`config.mk`:
```
export PLATFORM = sky130hd
export DESIGN_NAME = interval_capture_counter
export DESIGN_NICKNAME = d
export VERILOG_FILES = /design/src/rtl/pic_pkg.sv /design/src/rtl/pic_ctrl.sv /design/src/rtl/pic_counter.sv /design/src/rtl/pic_buffer.sv /design/src/rtl/interval_capture_counter.sv
export SDC_FILE = /design/constraint.sdc
export NUM_CORES = 1
export LEC_CHECK = 0
export BUFFER_PORTS_ARGS = -buffer_cell sky130_fd_sc_hd__buf_2
export CORE_UTILIZATION = 46
export DETAILED_ROUTE_END_ITERATION = 12
export PLACE_DENSITY = 0.75
export RECOVER_POWER = 50
export SLEW_MARGIN = 20
export SYNTH_ARGS = -nofsm -noshare
export SYNTH_HDL_FRONTEND = slang
export SYNTH_SLANG_ARGS = --single-unit
```
`constraint.sdc`:
```
create_clock -name clk -period 1.8 [get_ports clk]
set_input_delay 0.09 -clock clk [delete_from_list [all_inputs] [get_ports clk]]
set_output_delay 0.09 -clock clk [all_outputs]
set_load 0.02 [all_outputs]
```
`src/rtl/pic_pkg.sv`:
```
package pic_pkg;

    typedef enum logic [1:0] {
        MODE_ONESHOT = 2'b00,
        MODE_REPEAT  = 2'b01,
        MODE_CAPTURE = 2'b10,
        MODE_CAPCLR  = 2'b11
    } pic_mode_e;

    typedef enum logic {
        ST_IDLE = 1'b0,
        ST_RUN  = 1'b1
    } pic_state_e;

    function automatic logic mode_captures(pic_mode_e m);
        return (m == MODE_CAPTURE) || (m == MODE_CAPCLR);
    endfunction

endpackage

```
`src/rtl/pic_ctrl.sv`:
```
module pic_ctrl
    import pic_pkg::*;
(
    input  logic      clk,
    input  logic      rst_n,
    input  logic      go_wr_i,
    input  logic      go_val_i,
    input  pic_mode_e mode_i,
    input  logic      wrap_i,
    input  logic      capture_i,
    output logic      running_o,
    output logic      ovf_o
);

    pic_state_e state_q;
    pic_state_e state_d;
    logic       ovf_q;

    // Next-state selection: go_start, go_stop, oneshot_done
    always_comb begin
        state_d = state_q;
        unique case (state_q)
            ST_IDLE: begin
                if (go_wr_i && go_val_i) begin
                    state_d = ST_RUN;
                end
            end
            ST_RUN: begin
                if (go_wr_i && !go_val_i) begin
                    state_d = ST_IDLE;
                end else if (!go_wr_i && wrap_i && (mode_i == MODE_ONESHOT)) begin
                    state_d = ST_IDLE;
                end
            end
        endcase
    end

    // State register
    always_ff @(posedge clk or negedge rst_n) begin
        if (!rst_n) begin
            state_q <= ST_IDLE;
        end else begin
            state_q <= state_d;
        end
    end

    // Output register: event pulse
    always_ff @(posedge clk or negedge rst_n) begin
        if (!rst_n) begin
            ovf_q <= 1'b0;
        end else begin
            ovf_q <= wrap_i | capture_i;
        end
    end

    assign running_o = (state_q == ST_RUN);
    assign ovf_o     = ovf_q;

    // one-shot wrap with no go write ends the run
    assert_oneshot_stop_R3: assert property (@(posedge clk) disable iff (!rst_n)
        (running_o && wrap_i && !go_wr_i && mode_i == MODE_ONESHOT) |=> !running_o);

    // other modes keep running through a wrap
    assert_keep_running_R4: assert property (@(posedge clk) disable iff (!rst_n)
        (running_o && wrap_i && !go_wr_i && mode_i != MODE_ONESHOT) |=> running_o);

    // pulse follows an event by one cycle
    assert_ovf_after_event_R12: assert property (@(posedge clk) disable iff (!rst_n)
        (wrap_i || capture_i) |=> ovf_o);

    assert_ovf_quiet_R12: assert property (@(posedge clk) disable iff (!rst_n)
        !(wrap_i || capture_i) |=> !ovf_o);

    // go write takes effect on the next cycle
    assert_go_write_R2: assert property (@(posedge clk) disable iff (!rst_n)
        go_wr_i |=> (running_o == $past(go_val_i)));

endmodule

```
`src/rtl/pic_counter.sv`:
```
module pic_counter
    import pic_pkg::*;
#(
    parameter int WIDTH = 16
) (
    input  logic             clk,
    input  logic             rst_n,
    input  logic             running_i,
    input  logic             tick_i,
    input  pic_mode_e        mode_i,
    input  logic             trig_i,
    input  logic             load_i,
    input  logic [WIDTH-1:0] load_val_i,
    input  logic [WIDTH-1:0] preset_i,
    output logic [WIDTH-1:0] count_o,
    output logic             wrap_o
);

    localparam logic [WIDTH-1:0] CNT_TOP  = {WIDTH{1'b1}};
    localparam logic [WIDTH-1:0] CNT_ZERO = '0;
    localparam logic [WIDTH-1:0] CNT_ONE  = {{(WIDTH-1){1'b0}}, 1'b1};

    logic [WIDTH-1:0] cnt_q;
    logic [WIDTH-1:0] cnt_d;
    logic             step;
    logic             stopped_load;
    logic             clear_req;

    assign step         = running_i && tick_i;
    assign stopped_load = load_i && !running_i;
    assign clear_req    = trig_i && (mode_i == MODE_CAPCLR);
    assign wrap_o       = step && (cnt_q == CNT_TOP);

    always_comb begin
        cnt_d = cnt_q;
        if (stopped_load) begin
            cnt_d = load_val_i;
        end else if (clear_req) begin
            cnt_d = CNT_ZERO;
        end else if (step) begin
            if (wrap_o && (mode_i == MODE_REPEAT)) begin
                cnt_d = preset_i;
            end else begin
                cnt_d = cnt_q + CNT_ONE;
            end
        end
    end

    always_ff @(posedge clk or negedge rst_n) begin
        if (!rst_n) begin
            cnt_q <= CNT_ZERO;
        end else begin
            cnt_q <= cnt_d;
        end
    end

    assign count_o = cnt_q;

    // nothing moves the counter while stopped without a load or clear
    assert_stopped_hold_R2: assert property (@(posedge clk) disable iff (!rst_n)
        (!running_i && !load_i && !clear_req) |=> (count_o == $past(count_o)));

    // write while stopped seeds the counter
    assert_stopped_load_R8: assert property (@(posedge clk) disable iff (!rst_n)
        (load_i && !running_i) |=> (count_o == $past(load_val_i)));

    // write while running does not touch the counter
    assert_running_write_R9: assert property (@(posedge clk) disable iff (!rst_n)
        (load_i && running_i && !tick_i && !clear_req) |=> $stable(count_o));

    // repeat mode reloads the preset at the wrap
    assert_repeat_reload_R4: assert property (@(posedge clk) disable iff (!rst_n)
        (wrap_o && mode_i == MODE_REPEAT) |=> (count_o == $past(preset_i)));

    // capture-and-clear zeroes the counter
    assert_capclr_zero_R6: assert property (@(posedge clk) disable iff (!rst_n)
        (clear_req && !(load_i && !running_i)) |=> (count_o == CNT_ZERO));

endmodule

```
`src/rtl/pic_buffer.sv`:
```
module pic_buffer #(
    parameter int WIDTH = 16
) (
    input  logic             clk,
    input  logic             rst_n,
    input  logic             wr_i,
    input  logic [WIDTH-1:0] wdata_i,
    input  logic             capture_i,
    input  logic [WIDTH-1:0] count_i,
    output logic [WIDTH-1:0] buf_o
);

    logic [WIDTH-1:0] buf_q;

    always_ff @(posedge clk or negedge rst_n) begin
        if (!rst_n) begin
            buf_q <= '0;
        end else if (wr_i) begin
            buf_q <= wdata_i;
        end else if (capture_i) begin
            buf_q <= count_i;
        end
    end

    assign buf_o = buf_q;

    // capture takes the pre-edge count
    assert_capture_copy_R5: assert property (@(posedge clk) disable iff (!rst_n)
        (capture_i && !wr_i) |=> (buf_o == $past(count_i)));

    // bus data wins over a same-cycle capture
    assert_write_wins_R11: assert property (@(posedge clk) disable iff (!rst_n)
        wr_i |=> (buf_o == $past(wdata_i)));

    // untouched register holds
    assert_buffer_hold_R10: assert property (@(posedge clk) disable iff (!rst_n)
        (!wr_i && !capture_i) |=> $stable(buf_o));

endmodule

```
`src/rtl/interval_capture_counter.sv`:
```
module interval_capture_counter
    import pic_pkg::*;
#(
    parameter int WIDTH = 16
) (
    input  logic             clk,
    input  logic             rst_n,
    input  logic             tick_i,
    input  logic [1:0]       mode_i,
    input  logic             go_wr_i,
    input  logic             go_val_i,
    input  logic             trig2_i,
    input  logic             bus_wr_i,
    input  logic [WIDTH-1:0] bus_wdata_i,
    output logic [WIDTH-1:0] bus_rdata_o,
    output logic [WIDTH-1:0] count_o,
    output logic             running_o,
    output logic             ovf_o
);

    pic_mode_e        mode;
    logic             running;
    logic             wrap;
    logic             capture;
    logic [WIDTH-1:0] count;
    logic [WIDTH-1:0] preset;

    assign mode    = pic_mode_e'(mode_i);
    assign capture = trig2_i && mode_captures(mode);

    pic_ctrl i_ctrl (
        .clk       (clk),
        .rst_n     (rst_n),
        .go_wr_i   (go_wr_i),
        .go_val_i  (go_val_i),
        .mode_i    (mode),
        .wrap_i    (wrap),
        .capture_i (capture),
        .running_o (running),
        .ovf_o     (ovf_o)
    );

    pic_counter #(.WIDTH(WIDTH)) i_counter (
        .clk        (clk),
        .rst_n      (rst_n),
        .running_i  (running),
        .tick_i     (tick_i),
        .mode_i     (mode),
        .trig_i     (trig2_i),
        .load_i     (bus_wr_i),
        .load_val_i (bus_wdata_i),
        .preset_i   (preset),
        .count_o    (count),
        .wrap_o     (wrap)
    );

    pic_buffer #(.WIDTH(WIDTH)) i_buffer (
        .clk       (clk),
        .rst_n     (rst_n),
        .wr_i      (bus_wr_i),
        .wdata_i   (bus_wdata_i),
        .capture_i (capture),
        .count_i   (count),
        .buf_o     (preset)
    );

    assign bus_rdata_o = preset;
    assign count_o     = count;
    assign running_o   = running;

    // trigger in the interval modes leaves the preset alone
    assert_trig_ignored_R10: assert property (@(posedge clk) disable iff (!rst_n)
        (trig2_i && !mode_i[1] && !bus_wr_i) |=> $stable(bus_rdata_o));

endmodule

```
==> run metrics <==
Final Max Slew Viols 0; Arr. time, crit path 1.85 ns; register area 867 um^2; via count 1982; post-route minimum period 1.68 ns; Setup violations, final 0; MaxCap Viol Count 0; most frequent cells in the layout 38 x buf_2, 29 x nand2_1, 28 x o21ai_0; RR Startpoint i_counter.count_o[11]; sequential fraction of design power 42.7%; post-synth top area share 42.7%; DRC viols 0; Post-DRT Antenna Nets 0; RR Endpoint i_counter.count_o[3]; total power 2.48 mW; Ports 59; maximum vdd drop 0.000567 V; H-tree level count 2; status finished clean; WL per Instance 15.8 um; crit path from i_counter.count_o[11]; power share of the combinational group 33.0%; num rows 23; post-synthesis cell area 1990 um^2; Pint 1.54 mW; Data required, critical path 1.97 ns; simple logic cell fraction of the synthesized area 18.7%; cell depth of the worst flop-to-flop path 6; Starting Density 48.8%; Area contributors post-synth dfrtp_1 43%, mux2i_1 12%, o21ai_0 7.3%; CTS Sinks 34; number of global-route vias before repair 1783; Seq/Total Area, Yosys 42.7%; fin crit share 93.4%; Sw Pwr 0.939 mW; Die Ht 67.8 um; WL final 5510 um; slowest stage delay, CP 0.41 ns; critical path class reg -> reg; Async S/R FF share, synth 100%; Core Util, Final 64.6%; share of cells above drive strength 1 32.6%; Synth Instances 214; max-slew headroom at the worst pin 41.8%; fin cells 348; clk buf depth 2; initial DRC count 176; multi-input logic area 1120 um^2; TritonCTS buffer count 5; Switching Share 37.9%; Antenna diodes 0; die area 4600 um^2; RSZ-0062 raised after global routing no; Clk network pwr share 24.3%; routability cong. 0.929; final hold viol count 0; Final TNS setup 0 ns; IO Port Bufs 58; FILL cells 372; Post-synth top flop dfrtp_1; GRT Util Overall 25.9%; slowest stage cell, crit path dfrtp_2; r2r setup slk 0.12 ns; P&R area growth vs syn 32.5%; Slew @ Worst Pin 0.873 ns; syn_nets 240; area leader, netlist dfrtp_1; critical path cell sequence nand4_4 -> or2_4 -> nor3_4 -> buf_6 -> mux2i_1 -> o21ai_0; CP startpoint kind flop; fin nets 323; cell count after placement 331; worst skew pair latency 0.29 ns; drt pass-1 iters 4; mux cell area share after synthesis 11.6%; Hold Path Class in -> reg; largest family of logic cells by synthesized area compound AO/OA/AOI/OAI gates; core area 4090 um^2; Synth Area in Adders 0.628%; CTS root buffer clkbuf_8; YS warnings 0; synth unique cells 41; Post-Synth XOR/XNOR Area 3.95%; Max FO, Critical Path 7; Mean Syn Cell Area 9.31 um^2; post-DP HPWL 3940 um; vias per cell 5.70; initial antenna violation count 0; pre-CTS setup slack 0.0503 ns; Synth Area in Compound Gates 19.2%; die width 67.8 um; Max Fclk 595 MHz; CP Capture Type flop; register bit count reported by yosys 34; Pwr per Cell Area 938 nW/um^2; clock slew at reported path FFs 0.08 ns; most common cell after layout, fill and taps aside buf_2; Clock Skews 0.00958 ns; final setup margin 0.119 ns; cell leakage power 1.15 nW; crit path to i_counter.count_o[3]; first-pass GRT wire length 8700 um; GRT overflow 0; CTS tree built; largest net degree at the start of global routing 35; Post-synth EDFFs 0
[synthesized netlist by cell type, types with 2 or more instances]
cell,n
o21ai_0,29
nand4_1,3
nand3_1,7
nand2_1,29
and3_1,2
a22oi_1,7
nor3_1,4
a21oi_1,15
clkbuf_1,7
o211ai_1,3
dfrtp_1,34
xnor2_1,7
xor2_1,2
o21a_1,3
nand4_2,2
buf_4,2
nor2_1,9
a32oi_1,2
mux2i_1,23
a211oi_1,3
[routing by layer]
metal | global-route usage (%) | part of all wire, %
met1 | 36.5 | 45
met2 | 39.1 | 48
met3 | 5.17 | 5.3
met4 | 9.64 | 1.5
met5 | 0 | 0
[state kept, by name, indices dropped and copies added (netlist names)]
register / cells
i_counter.count_o: 16
i_ctrl.running_o: 1
i_buffer.buf_o: 16
i_ctrl.ovf_o: 1
[critical path: cells and delay by family, from the launching register on]
| family | cells | cell delay, ns |
|---|---|---|
| mux | 1 | 0.20 |
| compound gates | 1 | 0.09 |
| simple gates | 3 | 0.69 |
| flops | 1 | 0.41 |
| buf+inv | 1 | 0.17 |
[metrics by stage]
stage               hold slack (ns)  cell area [um^2]
global route                 0.0183              2640
CTS                          0.0104              2610
floorplan                    -0.206              2050
finish                       0.0108              2640
global placement              0.214              2490
detailed placement            0.219              2490
[power groups by stage]
stage / Sequential, mW / Combinational (mW) / Clock [mW]
6_report: 1.06 / 0.818 / 0.602
5_1_grt: 1.08 / 0.900 / 0.652
4_1_cts: 1.06 / 0.797 / 0.620
3_5_place_dp: 1.07 / 0.789 / 0
3_3_place_gp: 1.07 / 0.771 / 0
2_1_floorplan: 1.22 / 0.331 / 0
[cell type report]
cell class / instances / area share, %
clock buffer: 6 / 3.13
clock inverter: 2 / 0.474
inverter: 1 / 0.142
multi-input combinational: 167 / 42.3
sequential: 34 / 32.8
tap: 50 / 2.37
timing repair buffer: 88 / 18.7
[worst min path at each step]
stage / endpoint / cells past startpoint / start / slack (ns)
floorplan: i_buffer.buf_o[0] / 0 / rst_n / -0.21
global placement: i_buffer.buf_o[5] / 1 / rst_n / 0.21
detailed placement: i_buffer.buf_o[5] / 1 / rst_n / 0.22
CTS: i_ctrl.running_o / 3 / go_val_i / 0.01
global route: i_ctrl.running_o / 3 / go_val_i / 0.02
finish: i_ctrl.running_o / 3 / go_val_i / 0.01
[repair_timing]
action / 4_1_cts / 5_1_grt
hold buffers: 2 / 0
gates resized for setup: 0 / 5
buffers inserted: 0 / 7
endpoints found under the hold margin: 35 / 0
setup endpoints to repair: 0 / 8
[logic make-up after synthesis]
logic type,Yosys count
XOR/XNOR,9
buffers and inverters,13
AND/OR/NAND/NOR,69
adder cells (fa/ha/maj),1
flip-flops,34
multiplexers,23
AO/OA/AOI/OAI,65
(Power assumes the default switching activity.)
